==> config.mk <==
export PLATFORM = sky130hd
export DESIGN_NAME = i2c_arb_master
export DESIGN_NICKNAME = d
export VERILOG_FILES = /design/src/rtl/i2c_arb_pkg.sv /design/src/rtl/i2c_arb_tick.sv /design/src/rtl/i2c_arb_shift.sv /design/src/rtl/i2c_arb_master.sv
export SDC_FILE = /design/constraint.sdc
export NUM_CORES = 1
export LEC_CHECK = 0
export BUFFER_PORTS_ARGS = -buffer_cell sky130_fd_sc_hd__buf_2
export CAP_MARGIN = 20
export CORE_MARGIN = 2
export CORE_UTILIZATION = 25
export DETAILED_ROUTE_END_ITERATION = 7
export GPL_ROUTABILITY_DRIVEN = 0
export PLACE_DENSITY = 0.37
export SYNTH_ARGS = -nofsm -noshare
export SYNTH_HDL_FRONTEND = slang
export SYNTH_SLANG_ARGS = --single-unit
==> constraint.sdc <==
create_clock -name clk -period 4.8 [get_ports clk]
set_clock_uncertainty 0.05 [all_clocks]
set_input_delay 0.48 -clock clk [delete_from_list [all_inputs] [get_ports clk]]
set_output_delay 0.48 -clock clk [all_outputs]
set_load 0.005 [all_outputs]
==> src/rtl/i2c_arb_pkg.sv <==
package i2c_arb_pkg;

    typedef enum logic [3:0] {
        ST_IDLE,
        ST_HOLD,
        ST_SCHK,
        ST_SSDA,
        ST_SSCL,
        ST_RLOW,
        ST_RHIGH,
        ST_BLOW,
        ST_BHIGH,
        ST_ALOW,
        ST_AHIGH,
        ST_PLOW,
        ST_PSCL,
        ST_PSDA
    } arb_state_e;

    localparam int CTL_W      = 4;
    localparam int CTL_START  = 0;
    localparam int CTL_RSTART = 1;
    localparam int CTL_STOP   = 2;
    localparam int CTL_ACK    = 3;

endpackage

==> src/rtl/i2c_arb_tick.sv <==
module i2c_arb_tick #(
    parameter int DIV = 8
) (
    input  logic clk,
    input  logic rst_n,
    input  logic clr,
    input  logic en,
    output logic tick
);
    localparam int CW = (DIV > 1) ? $clog2(DIV) : 1;

    logic [CW-1:0] cnt;

    assign tick = en && (cnt == CW'(DIV - 1));

    always_ff @(posedge clk or negedge rst_n) begin
        if (!rst_n) begin
            cnt <= '0;
        end else if (clr) begin
            cnt <= '0;
        end else if (en) begin
            cnt <= tick ? '0 : cnt + CW'(1);
        end
    end
endmodule

==> src/rtl/i2c_arb_shift.sv <==
module i2c_arb_shift #(
    parameter int W = 8
) (
    input  logic         clk,
    input  logic         rst_n,
    input  logic         load,
    input  logic [W-1:0] din,
    input  logic         shift,
    output logic         msb,
    output logic         last
);
    localparam int BW = (W > 1) ? $clog2(W) : 1;

    logic [W-1:0]  sreg;
    logic [BW-1:0] bcnt;

    assign msb  = sreg[W-1];
    assign last = (bcnt == BW'(W - 1));

    always_ff @(posedge clk or negedge rst_n) begin
        if (!rst_n) begin
            sreg <= '0;
            bcnt <= '0;
        end else if (load) begin
            sreg <= din;
            bcnt <= '0;
        end else if (shift) begin
            sreg <= {sreg[W-2:0], 1'b0};
            bcnt <= bcnt + BW'(1);
        end
    end
endmodule

==> src/rtl/i2c_arb_master.sv <==
module i2c_arb_master
    import i2c_arb_pkg::*;
#(
    parameter int DATA_W  = 8,
    parameter int CLK_DIV = 8
) (
    input  logic              clk,
    input  logic              rst_n,
    input  logic              start_req,
    input  logic              rstart_req,
    input  logic              stop_req,
    input  logic              ack_req,
    input  logic              ack_val,
    input  logic              wr_en,
    input  logic [DATA_W-1:0] wr_data,
    input  logic              clr_flags,
    input  logic              scl_i,
    input  logic              sda_i,
    output logic              scl_oe,
    output logic              sda_oe,
    output logic              buf_full,
    output logic              bus_coll,
    output logic              wr_coll,
    output logic              irq,
    output logic [3:0]        ctl_busy
);
    arb_state_e st, st_nxt;

    logic tick, tick_en, tick_clr, stall;
    logic sh_msb, sh_last, sh_shift, wr_ok;
    logic coll, seq_done, byte_done, stop_seen;
    logic ack_bit, sda_q, scl_q;
    logic [CTL_W-1:0] ctl_set;

    assign wr_ok     = wr_en && !buf_full && (st == ST_IDLE || st == ST_HOLD);
    assign stall     = !scl_i && (st == ST_BHIGH || st == ST_AHIGH ||
                                  st == ST_RHIGH || st == ST_PSCL);
    assign tick_en   = (st != ST_IDLE) && (st != ST_HOLD) && !stall;
    assign tick_clr  = (st_nxt != st);
    assign sh_shift  = (st == ST_BHIGH) && tick && !coll;
    assign stop_seen = (st == ST_IDLE) && scl_q && scl_i && !sda_q && sda_i;

    i2c_arb_tick #(.DIV(CLK_DIV)) u_tick (
        .clk   (clk),
        .rst_n (rst_n),
        .clr   (tick_clr),
        .en    (tick_en),
        .tick  (tick)
    );

    i2c_arb_shift #(.W(DATA_W)) u_shift (
        .clk   (clk),
        .rst_n (rst_n),
        .load  (wr_ok),
        .din   (wr_data),
        .shift (sh_shift),
        .msb   (sh_msb),
        .last  (sh_last)
    );

    // Next state, sequence completion and collision detection
    always_comb begin
        st_nxt    = st;
        coll      = 1'b0;
        seq_done  = 1'b0;
        byte_done = 1'b0;
        ctl_set   = '0;
        unique case (st)
            ST_IDLE: begin
                if (start_req) begin
                    st_nxt             = ST_SCHK;
                    ctl_set[CTL_START] = 1'b1;
                end
            end
            ST_HOLD: begin
                if (buf_full) begin
                    st_nxt = ST_BLOW;
                end else if (rstart_req) begin
                    st_nxt              = ST_RLOW;
                    ctl_set[CTL_RSTART] = 1'b1;
                end else if (ack_req) begin
                    st_nxt           = ST_ALOW;
                    ctl_set[CTL_ACK] = 1'b1;
                end else if (stop_req) begin
                    st_nxt            = ST_PLOW;
                    ctl_set[CTL_STOP] = 1'b1;
                end
            end
            ST_SCHK: if (tick) begin
                if (!sda_i || !scl_i) coll = 1'b1;
                else                  st_nxt = ST_SSDA;
            end
            ST_SSDA: if (tick) st_nxt = ST_SSCL;
            ST_SSCL: if (tick) begin
                st_nxt   = ST_HOLD;
                seq_done = 1'b1;
            end
            ST_RLOW: if (tick) st_nxt = ST_RHIGH;
            ST_RHIGH: if (tick) begin
                if (!sda_i) coll = 1'b1;
                else        st_nxt = ST_SSDA;
            end
            ST_BLOW: if (tick) st_nxt = ST_BHIGH;
            ST_BHIGH: if (tick) begin
                if (sh_msb && !sda_i) begin
                    coll = 1'b1;
                end else if (sh_last) begin
                    st_nxt    = ST_HOLD;
                    byte_done = 1'b1;
                end else begin
                    st_nxt = ST_BLOW;
                end
            end
            ST_ALOW: if (tick) st_nxt = ST_AHIGH;
            ST_AHIGH: if (tick) begin
                if (ack_bit && !sda_i) begin
                    coll = 1'b1;
                end else begin
                    st_nxt   = ST_HOLD;
                    seq_done = 1'b1;
                end
            end
            ST_PLOW: if (tick) st_nxt = ST_PSCL;
            ST_PSCL: if (tick) st_nxt = ST_PSDA;
            ST_PSDA: if (tick) begin
                if (!sda_i) begin
                    coll = 1'b1;
                end else begin
                    st_nxt   = ST_IDLE;
                    seq_done = 1'b1;
                end
            end
            default: st_nxt = ST_IDLE;
        endcase
        if (coll) st_nxt = ST_IDLE;
    end

    // State register
    always_ff @(posedge clk or negedge rst_n) begin
        if (!rst_n) st <= ST_IDLE;
        else        st <= st_nxt;
    end

    // Line drive per state (1 = pull low)
    always_comb begin
        scl_oe = 1'b0;
        sda_oe = 1'b0;
        unique case (st)
            ST_IDLE, ST_SCHK, ST_RHIGH, ST_PSDA: begin
                scl_oe = 1'b0; sda_oe = 1'b0;
            end
            ST_HOLD, ST_RLOW: begin
                scl_oe = 1'b1; sda_oe = 1'b0;
            end
            ST_SSDA, ST_PSCL: begin
                scl_oe = 1'b0; sda_oe = 1'b1;
            end
            ST_SSCL, ST_PLOW: begin
                scl_oe = 1'b1; sda_oe = 1'b1;
            end
            ST_BLOW:  begin scl_oe = 1'b1; sda_oe = !sh_msb;  end
            ST_BHIGH: begin scl_oe = 1'b0; sda_oe = !sh_msb;  end
            ST_ALOW:  begin scl_oe = 1'b1; sda_oe = !ack_bit; end
            ST_AHIGH: begin scl_oe = 1'b0; sda_oe = !ack_bit; end
            default:  begin scl_oe = 1'b0; sda_oe = 1'b0;     end
        endcase
    end

    // Flags, control bits and line history
    always_ff @(posedge clk or negedge rst_n) begin
        if (!rst_n) begin
            buf_full <= 1'b0;
            bus_coll <= 1'b0;
            wr_coll  <= 1'b0;
            irq      <= 1'b0;
            ctl_busy <= '0;
            ack_bit  <= 1'b0;
            sda_q    <= 1'b1;
            scl_q    <= 1'b1;
        end else begin
            sda_q <= sda_i;
            scl_q <= scl_i;
            if (coll || byte_done) buf_full <= 1'b0;
            else if (wr_ok)        buf_full <= 1'b1;
            if (coll)           bus_coll <= 1'b1;
            else if (clr_flags) bus_coll <= 1'b0;
            if (wr_en && !wr_ok) wr_coll <= 1'b1;
            else if (clr_flags)  wr_coll <= 1'b0;
            if (seq_done || byte_done || stop_seen) irq <= 1'b1;
            else if (clr_flags)                     irq <= 1'b0;
            if (coll || seq_done) ctl_busy <= '0;
            else                  ctl_busy <= ctl_busy | ctl_set;
            if (ctl_set[CTL_ACK]) ack_bit <= ack_val;
        end
    end
endmodule

==> flow_summary_export.csv, run 1 <==
group,metric,value,unit
grt,grt_pass1_vias,1741,
pwr,peakVddDrop,0.171,mV
setup_path,required,4900,ps
clock_network,cts_buffers,5,
yosys,avgSynthCellArea,8.60,um^2
setup_path,crit_buf_inv,2,
sta,drv_slew,0,
clock_network,cts_resized,0,
floorplan,num_rows,32,
sta,tns,0,ps
sta,fmax,370,MHz
grt,grt_max_degree,30,
setup_path,worst_setup_path_start_kind,"flop",
setup_path,crit_path_max_incr_delay,840,ps
floorplan,coreArea,0.00765,mm^2
cells_and_area,insertedDiodeCount,0,
clock_network,cts_max_level,2,
clock_network,post_cts_buffers,0,
yosys,synthesis.area,0.00196,mm^2
flow_run,cap_violations,0,
cells_and_area,areaGrowthSynthToFinish,14.8,%
routing,first_pass_iters,4,
routing,drt-initial-drc-count,136,
yosys,synth_cell_types,59,
cells_and_area,final_common_cell,"buf_2",
setup_path,crit_family,"simple AND/OR/NAND/NOR gates",
clock_network,holdBufCountCts,0,
floorplan,die_w,92.6,um
grt,antenna_found_initial,0,
setup_path,arrival,2810,ps
setup_path,crit_type,"reg2reg",
yosys,synth_edf_count,0,
routing,route.vias.total,1792,
floorplan,die_area,0.00857,mm^2
cells_and_area,layout.nets,275,
place,placedInstanceArea,0.00215,mm^2
yosys,synth_seq_cells,29,
pwr,power_density,533,mW/mm^2
cells_and_area,layout-drive-gt1-share,21.7,%
routing,via_per_inst,5.05,
pwr,power,1.20,mW
place,dpl.hpwl,4130,um
floorplan,die_h,92.6,um
place,port_buffers,28,
setup_path,crit_fanout,22,
routing,ant_nets,0,
yosys,syn-num-nets,251,
grt,grt_pass1_wl,9320,um
yosys,synth-seq-area-share,37.1,%
floorplan,io_pins,29,
worst_hold_path,hp-class,"in2async",
clock_network,clock-root-buffer,"clkbuf_8",
sta,worst_pin_slew,908,ps
sta,fin_crit,2710,ps
sta,finalHoldViolations,0,
yosys,synth-main-ff-cell,"dfrtp_1",
cells_and_area,final_cell_area,0.00225,mm^2
cells_and_area,final_cell_mix,"28 x buf_2, 27 x dfrtp_1, 23 x nand2_1, 21 x o21ai_0, 19 x nor2_1",
routing,finalWirelength,5660,um
clock_network,clk_latency,280,ps
clock_network,path_clk_slew,80,ps
sta,grt_setup_unrepaired,"no",
yosys,async_flop_share,100,%
status,status,"completed",
setup_path,crit_chain,"and3b_1, o21ai_2, nand3_1, nor4_2, buf_4, inv_1, nand2_1, o21ai_0",
grt,grt_use_total,14.0,%
setup_path,worstSetupEndpointType,"flop",
sta,slew_headroom,39.0,%
clock_network,cts_tree,"yes",
yosys,syn_inst,228,
routing,wl_per_cell,16.0,um
clock_network,clock_sinks,29,
sta,period_share,56.4,%
pwr,leakagePower,0.975,nW
setup_path,slowest_stage,"dfrtp_1",
routing,drcViolationCount,0,
sta,setup_viol,0,
yosys,yosysWarnings,0,
clock_network,clock_path_buffers,2,
grt,grt_overflow_total,0,
floorplan,start_util,25.7,%
[worst register-to-register path, cell delays in order, from the launching register on]
cell and delay [ps]:
dfrtp_1 840, and3b_1 270, o21ai_2 190, nand3_1 280, nor4_2 320, buf_4 230, inv_1 90, nand2_1 200
o21ai_0 120
[report_power, final]
group / internal [mW] / switching [mW]
Clock: 0.130 / 0.101
Sequential: 0.308 / 0.118
Combinational: 0.229 / 0.315
Total: 0.666 / 0.534
[state kept, by name, indices dropped and copies added, names as in the netlist]
signal and flops:
ack_bit 1, buf_full 1, bus_coll 1, ctl_busy 4, irq 1, scl_q 1
sda_q 1, st 4, u_shift.bcnt 3, u_shift.sreg 8, u_tick.cnt 3, wr_coll 1
[cell type report]
class                   count  area [um^2]
fillers                   825         5400
multi-input cells         169         1080
flip-flops and latches     29          728
repair buffers             30          155
well taps                 102          128
clock buffers               7         96.3
inverters                  17         63.8
clock inverters             1         5.00
[cells in the mapped netlist, drive strengths merged, types with 2 or more instances]
master | instances | area, um^2
a21boi | 2 | 15.0
and3 | 3 | 23.8
nor4 | 6 | 43.8
and2 | 2 | 15.0
a211oi | 2 | 15.0
dfrtp | 27 | 676
a21oi | 20 | 115
nor2b | 6 | 37.5
nor2 | 19 | 71.3
a31oi | 5 | 31.3
nor3 | 4 | 31.3
inv | 17 | 63.8
nand2 | 24 | 92.6
o221ai | 2 | 23.8
o311ai | 2 | 17.5
ha | 4 | 50.1
clkbuf | 4 | 15.0
and2b | 2 | 17.5
nor3b | 5 | 37.5
dfstp | 2 | 52.6
o211ai | 3 | 22.5
o21ai | 24 | 124
nand3 | 4 | 20.0
mux2i | 3 | 30.0
buf | 9 | 78.8
a22oi | 7 | 52.6
[metal layers]
layer	wire length (um)	global-route usage (%)
met1	2690	19.0
met2	2580	22.0
met3	314	3.17
met4	79	4.48
met5	0	0
[through the flow]
stage                     hold WS [ps]  utilization (%)  instances  setup slack, ps
after floorplan                    134                -        228             2660
after global placement             433             28.1        347             2070
after detailed placement           428             28.1        347             2130
after CTS                          224             29.5        355             2110
after global routing               257             29.5        355             1900
final                              182             29.5        355             2090
[cells by family (layout without fill, tap and decap cells)]
group                      Yosys count  in the layout  share of synthesized area, %
AOI/OAI and AO/OA                   78             78                          26.5
adders and majority gates            5              5                          3.06
buffers and inverters               30             55                          8.04
DFF                                 29             29                          37.1
muxes                                4              4                          2.10
and+or+nand+nor                     82             82                          23.2
[worst paths after layout]
kind	cells past startpoint	end	start	slack (ps)
max in group asynchronous	1	u_shift.bcnt[2]	rst_n	4070
min reg2reg	1	wr_coll	wr_coll	440
min in group clk	1	scl_q	scl_i	340
max	8	u_shift.sreg[5]	st[3]	2090
min	1	u_tick.cnt[2]	rst_n	180
max reg2reg	8	u_shift.sreg[5]	st[3]	2090
(Power assumes the default switching activity.)
==> run 2: changes to the inputs <==
- ABC_AREA: default -> 1
- PLACE_DENSITY: 0.37 -> 0.38
- clock period: 4.8 -> 2.53 ns (I/O delays scaled with it)
==> run 2 against run 1 <==
  * Die area down 3.8%
  * Combinational power up 49%
  * Cell count up 15%
  * Non-clock buffer count up 7
==> flow_summary_export.csv, run 2 <==
group,metric,value,unit
yosys,yosys.area_share.simple,36.5,%
pwr,pwr-share-clk,20.7,%
sta,fmax,436,MHz
setup_path,crit_fanout,11,
grt,grt_overflow_total,0,
clock_network,cts_max_level,2,
floorplan,die_h,90.8,um
clock_network,cts_tree,"yes",
grt,grt_pass1_vias,1809,
yosys,synthesis.area,0.00188,mm^2
flow_run,cap_violations,0,
floorplan,start_util,25.8,%
cells_and_area,final.fill_count,877,
setup_path,worstSetupEndpointType,"flop",
floorplan,coreArea,0.00729,mm^2
grt,antenna_found_initial,0,
place,dpl.hpwl,4120,um
yosys,synth_largest_area_cell,"dfrtp_1",
setup_path,arrival,2410,ps
yosys,synth_top_area_share,35.9,%
pwr,swShare,41.1,%
cells_and_area,layout-drive-gt1-share,20.7,%
place,port_buffers,28,
grt,grt_max_degree,30,
status,status,"completed",
pwr,netSwitchingPower,0.770,mW
clock_network,clk_latency,280,ps
cells_and_area,final_common_cell,"nand2_1",
cells_and_area,postLayoutCoreUtil,31.2,%
setup_path,required,2640,ps
sta,grt_setup_unrepaired,"no",
yosys,syn-num-nets,291,
cells_and_area,final_cell_mix,"77 x nand2_1, 43 x inv_1, 33 x nor2_1, 28 x buf_2, 26 x dfrtp_1",
cells_and_area,insertedDiodeCount,0,
floorplan,die_area,0.00824,mm^2
pwr,peakVddDrop,0.294,mV
sta,fin_crit,2300,ps
pwr,internal_power,1.10,mW
cells_and_area,reg_top3,"u_shift.sreg (8), ctl_busy (4), st (4)",
clock_network,clock_path_buffers,2,
floorplan,num_rows,31,
routing,finalWirelength,5140,um
floorplan,die_w,90.8,um
grt,grt_pass1_wl,8750,um
sta,slew_headroom,54.5,%
yosys,async_flop_share,100,%
yosys,syn_inst,268,
yosys,synth_area_leaders,"dfrtp_1 36%, nand2_1 15%, inv_1 8.6%",
cells_and_area,areaGrowthSynthToFinish,20.9,%
cells_and_area,top_register,"u_shift.sreg",
cells_and_area,largest_reg_flops,8,
yosys,synth_edf_count,0,
clock_network,cts_buffers,5,
clock_network,clock_sinks,29,
sta,tns,0,ps
yosys,yosys.area_share.adder,2.66,%
worst_hold_path,hp-class,"in2reg",
pwr,power_density,822,mW/mm^2
yosys,yosysWarnings,0,
routing,route.vias.total,1798,
routing,drt-initial-drc-count,84,
yosys,synth_compound_area_share,10.5,%
yosys,synth-seq-area-share,38.7,%
grt,grt_use_total,13.2,%
pwr,leakagePower,1.30,nW
routing,ant_nets,0,
pwr,seq_power_share,35.9,%
setup_path,crit_type,"reg2reg",
cells_and_area,layout.nets,331,
yosys,synth_seq_cells,29,
routing,wl_per_cell,12.6,um
sta,finalHoldViolations,0,
routing,first_pass_iters,4,
floorplan,io_pins,29,
setup_path,worst_setup_path_start_kind,"flop",
yosys,synthXorXnorAreaFrac,0,%
routing,via_per_inst,4.41,
routing,drcViolationCount,0,
pwr,power_frac_comb,43.4,%
clock_network,clock-root-buffer,"clkbuf_8",
yosys,avgSynthCellArea,7.03,um^2
clock_network,path_clk_slew,60,ps
yosys,synth.most_common_cell,"nand2_1",
sta,drv_slew,0,
sta,worst_pin_slew,682,ps
yosys,synth_cell_types,28,
sta,setup_viol,0,
yosys,synth_top_family_by_area,"simple AND/OR/NAND/NOR gates",
yosys,ys_top_cells_by_count,"77 x nand2_1, 43 x inv_1, 33 x nor2_1, 27 x dfrtp_1, 16 x nand3_1",
yosys,synth-main-ff-cell,"dfrtp_1",
sta,hold_ws,51.8,ps
sta,period_share,90.7,%
yosys,yosys-mux-area-fraction,0,%
## run 2: cell count changes in the layout (fill, tap and decap cells not counted), sizes merged, moves of 13 or more
cell / delta
inv: +33
nand3: +15
nand2: +56
o21ai: -15
a21oi: -13
nor2: +19
## run 2: kinds of logic after synthesis
logic type      after synthesis
compound gates               31
buf+inv                      54
simple gates                150
fa+ha+maj                     4
flops                        29
## run 2: metrics by stage
| stage | setup WS, ps | power, mW | instance area, um^2 | cells |
|---|---|---|---|---|
| floorplan | 652 | 1.24 | 1880 | 268 |
| CTS | 186 | 1.90 | 2280 | 408 |
| global route | 16.0 | 2.03 | 2280 | 408 |
| finish | 235 | 1.87 | 2280 | 408 |
| global placement | 104 | 1.52 | 2180 | 399 |
| detailed placement | 209 | 1.49 | 2180 | 399 |
## run 2: area by class of cell
type | instances | area (um^2) | share of cell area, %
clock buffer | 8 | 90.1 | 3.96
timing repair buffer | 37 | 210 | 9.23
tap | 99 | 124 | 5.44
sequential | 29 | 729 | 32.0
inverter | 50 | 188 | 8.24
multi-input combinational | 185 | 936 | 41.1
## run 2: repair_timing
action                     CTS  global route
setup buffers                0             0
resized for setup            0             1
hold buffers                 1             0
hold endpoints to repair    17             0
setup endpoints to repair    0             3
## run 2: routing by layer
| metal | global-route usage, % | share of wire, % |
|---|---|---|
| met1 | 17.5 | 49 |
| met2 | 21.0 | 46 |
| met3 | 2.67 | 3.5 |
| met4 | 5.30 | 2.0 |
| met5 | 0 | 0 |
## run 2: path summary, 6_finish.rpt
check / endpoint / cells past startpoint / slack (ps) / from
max: u_tick.cnt[2] / 14 / 230 / st[0]
max reg2reg: u_tick.cnt[2] / 14 / 230 / st[0]
max in group asynchronous: st[3] / 2 / 1430 / rst_n
min: scl_q / 1 / 50 / scl_i
min in group asynchronous: u_tick.cnt[1] / 2 / 510 / rst_n
min reg2reg: u_shift.bcnt[0] / 1 / 430 / u_shift.bcnt[0]
## run 2: power groups by stage
stage	logic [mW]	registers, mW	clock network (mW)
global route	0.917	0.690	0.427
detailed placement	0.809	0.682	0
CTS	0.816	0.674	0.407
finish	0.813	0.672	0.387
global placement	0.833	0.682	0
floorplan	0.582	0.655	0
## run 2: worst max-delay path: stages, from the launching register on
cell      delay (ps)
dfrtp_1          420
buf_4            180
nor2_4           140
inv_1             70
nor2_1           260
inv_2             60
nand3_1          100
o21bai_1         130
nand3_2          240
nand2_1          170
nand2_1           60
nand2_1           70
nor2_1            50
nand2_1          130
nor2_1            50
==> run 3: changes to the inputs <==
- CORE_ASPECT_RATIO: default -> 1.5
- CORE_MARGIN: 2 -> 1.5
- CORE_UTILIZATION: 25 -> 42
- PLACE_DENSITY: 0.38 -> 0.58
==> run 3 against run 2 <==
  * Total power shrank 3.4%
  * Setup slack got worse by 23 ps
  * Cell count fell by 14%
  * Largest power group unchanged
  * Largest cell class unchanged
==> flow_summary_export.csv, run 3 (synthesized netlist as in run 2, its figures left out) <==
group,metric,value,unit
clock_network,cts_tree,"yes",
routing,finalWirelength,4800,um
sta,setup_viol,0,
floorplan,io_pins,29,
cells_and_area,insertedDiodeCount,0,
clock_network,clock-root-buffer,"clkbuf_8",
clock_network,cts_buffers,5,
cells_and_area,largest_reg_flops,8,
cells_and_area,areaGrowthSynthToFinish,14.7,%
grt,grt_pass1_vias,1771,
routing,drcViolationCount,0,
cells_and_area,final_cell_mix,"77 x nand2_1, 43 x inv_1, 32 x nor2_1, 28 x buf_2, 26 x dfrtp_1",
sta,slew_headroom,57.6,%
routing,ant_nets,0,
setup_path,worst_setup_path_start_kind,"flop",
clock_network,clock_path_buffers,2,
sta,worst_pin_slew,636,ps
pwr,internal_power,1.05,mW
pwr,seq_power_share,37.7,%
clock_network,clk_latency,280,ps
grt,grt_max_degree,30,
setup_path,crit_chain,"inv_2, nor2_4, nand2_1, nand3_2, nand2_4, nand3_2, inv_2, nand3_2, nand3b_1, nand2_1, nor2_1, nand2_1, nor2_1",
sta,hold_ws,50.1,ps
place,placedInstanceArea,0.00206,mm^2
setup_path,crit_family,"simple AND/OR/NAND/NOR gates",
worst_hold_path,min_from,"scl_i",
setup_path,crit_buf_inv,2,
grt,grtUsageMet3,3.05,%
setup_path,worstSetupEndpointType,"flop",
sta,period_share,91.6,%
clock_network,path_clk_slew,60,ps
setup_path,arrival,2480,ps
pwr,power_density,837,mW/mm^2
sta,fin_crit,2320,ps
grt,gr-usage-met1,25.6,%
status,status,"completed",
worst_hold_path,hp-class,"in2reg",
sta,finalHoldViolations,0,
sta,fmax,431,MHz
floorplan,num_rows,29,
pwr,pwr-share-clk,20.1,%
floorplan,die_area,0.00490,mm^2
sta,tns,0,ps
clock_network,clock_sinks,29,
clock_network,cts_max_level,2,
grt,met2_usage,35.7,%
routing,wl_per_cell,13.8,um
cells_and_area,top_register,"u_shift.sreg",
grt,grt_use_total,21.3,%
sta,drv_slew,0,
pwr,netSwitchingPower,0.762,mW
cells_and_area,postLayoutCoreUtil,50.4,%
cells_and_area,layout-drive-gt1-share,19.5,%
flow_run,cap_violations,0,
setup_path,crit_type,"reg2reg",
place,place_ws,199,ps
cells_and_area,final_common_cell,"nand2_1",
pwr,peakVddDrop,0.442,mV
routing,route.vias.total,1826,
grt,grt_overflow_total,0,
setup_path,crit_path_max_incr_delay,460,ps
grt,grt_pass1_wl,8050,um
pwr,leakagePower,1.26,nW
routing,drt-initial-drc-count,64,
setup_path,startpoint,"st[2]",
routing,via_per_inst,5.23,
sta,grt_setup_unrepaired,"no",
cells_and_area,layout.nets,325,
grt,grt.busiest_layer,"met2",
setup_path,slowest_stage,"dfrtp_1",
setup_path,r2r_start,"st[2]",
pwr,swShare,42.1,%
pwr,power,1.81,mW
place,dpl.hpwl,3820,um
cells_and_area,stdcell_count,349,
setup_path,crit_fanout,11,
floorplan,die_h,85.0,um
cells_and_area,final_cell_area,0.00216,mm^2
floorplan,start_util,44.0,%
place,port_buffers,28,
pwr,power_frac_comb,42.2,%
cells_and_area,reg_top3,"u_shift.sreg (8), ctl_busy (4), st (4)",
sta,setup_ws,212,ps
setup_path,required,2690,ps
place,dp_cells,340,
floorplan,coreArea,0.00428,mm^2
grt,antenna_found_initial,0,
floorplan,die_w,57.7,um
routing,first_pass_iters,4,
## run 3: power by group through the flow
stage	Sequential (mW)	Combinational (mW)	Clock, mW
floorplan	0.655	0.582	0
detailed placement	0.687	0.761	0
finish	0.681	0.763	0.363
CTS	0.680	0.767	0.376
global placement	0.686	0.765	0
global route	0.694	0.865	0.392
## run 3: final timing paths
path	endpoint	slack, ps	depth (start not counted)
setup / recovery	u_tick.cnt[2]	210	13
hold / removal	scl_q	50	1
setup reg to reg	u_tick.cnt[2]	210	13
hold reg to reg	wr_coll	430	2
max in group asynchronous	st[3]	1490	2
min in group asynchronous	u_tick.cnt[2]	480	2
## run 3: area by class of cell
cell class	instances	area (um^2)
Clock inverter	1	5.00
Timing Repair Buffer	31	165
Multi-Input combinational cell	185	938
Clock buffer	7	76.3
Sequential cell	29	729
Tap cell	46	57.6
Inverter	50	188
Fill cell	456	2120
## run 3: layer usage
metal | vias up | part of all wire [%]
met5 | - | 0
met4 | 0 | 3.9
met3 | 17 | 3.2
met2 | 50 | 51
met1 | 841 | 41
li1 | 918 | -
## run 3: worst register-to-register path, stage by stage (launching register included)
cell and delay [ps]:
dfrtp_1 460, inv_2 180, nor2_4 60, nand2_1 160, nand3_2 130, nand2_4 120
nand3_2 160, inv_2 120, nand3_2 220, nand3b_1 170, nand2_1 70, nor2_1 130
nand2_1 110, nor2_1 100
## run 3: what timing repair did
item / in CTS / in global routing
endpoints found under the setup margin: 0 / 3
hold buffers: 1 / 0
endpoints found under the hold margin: 27 / 0
resized for setup: 0 / 2
setup buffers: 0 / 0
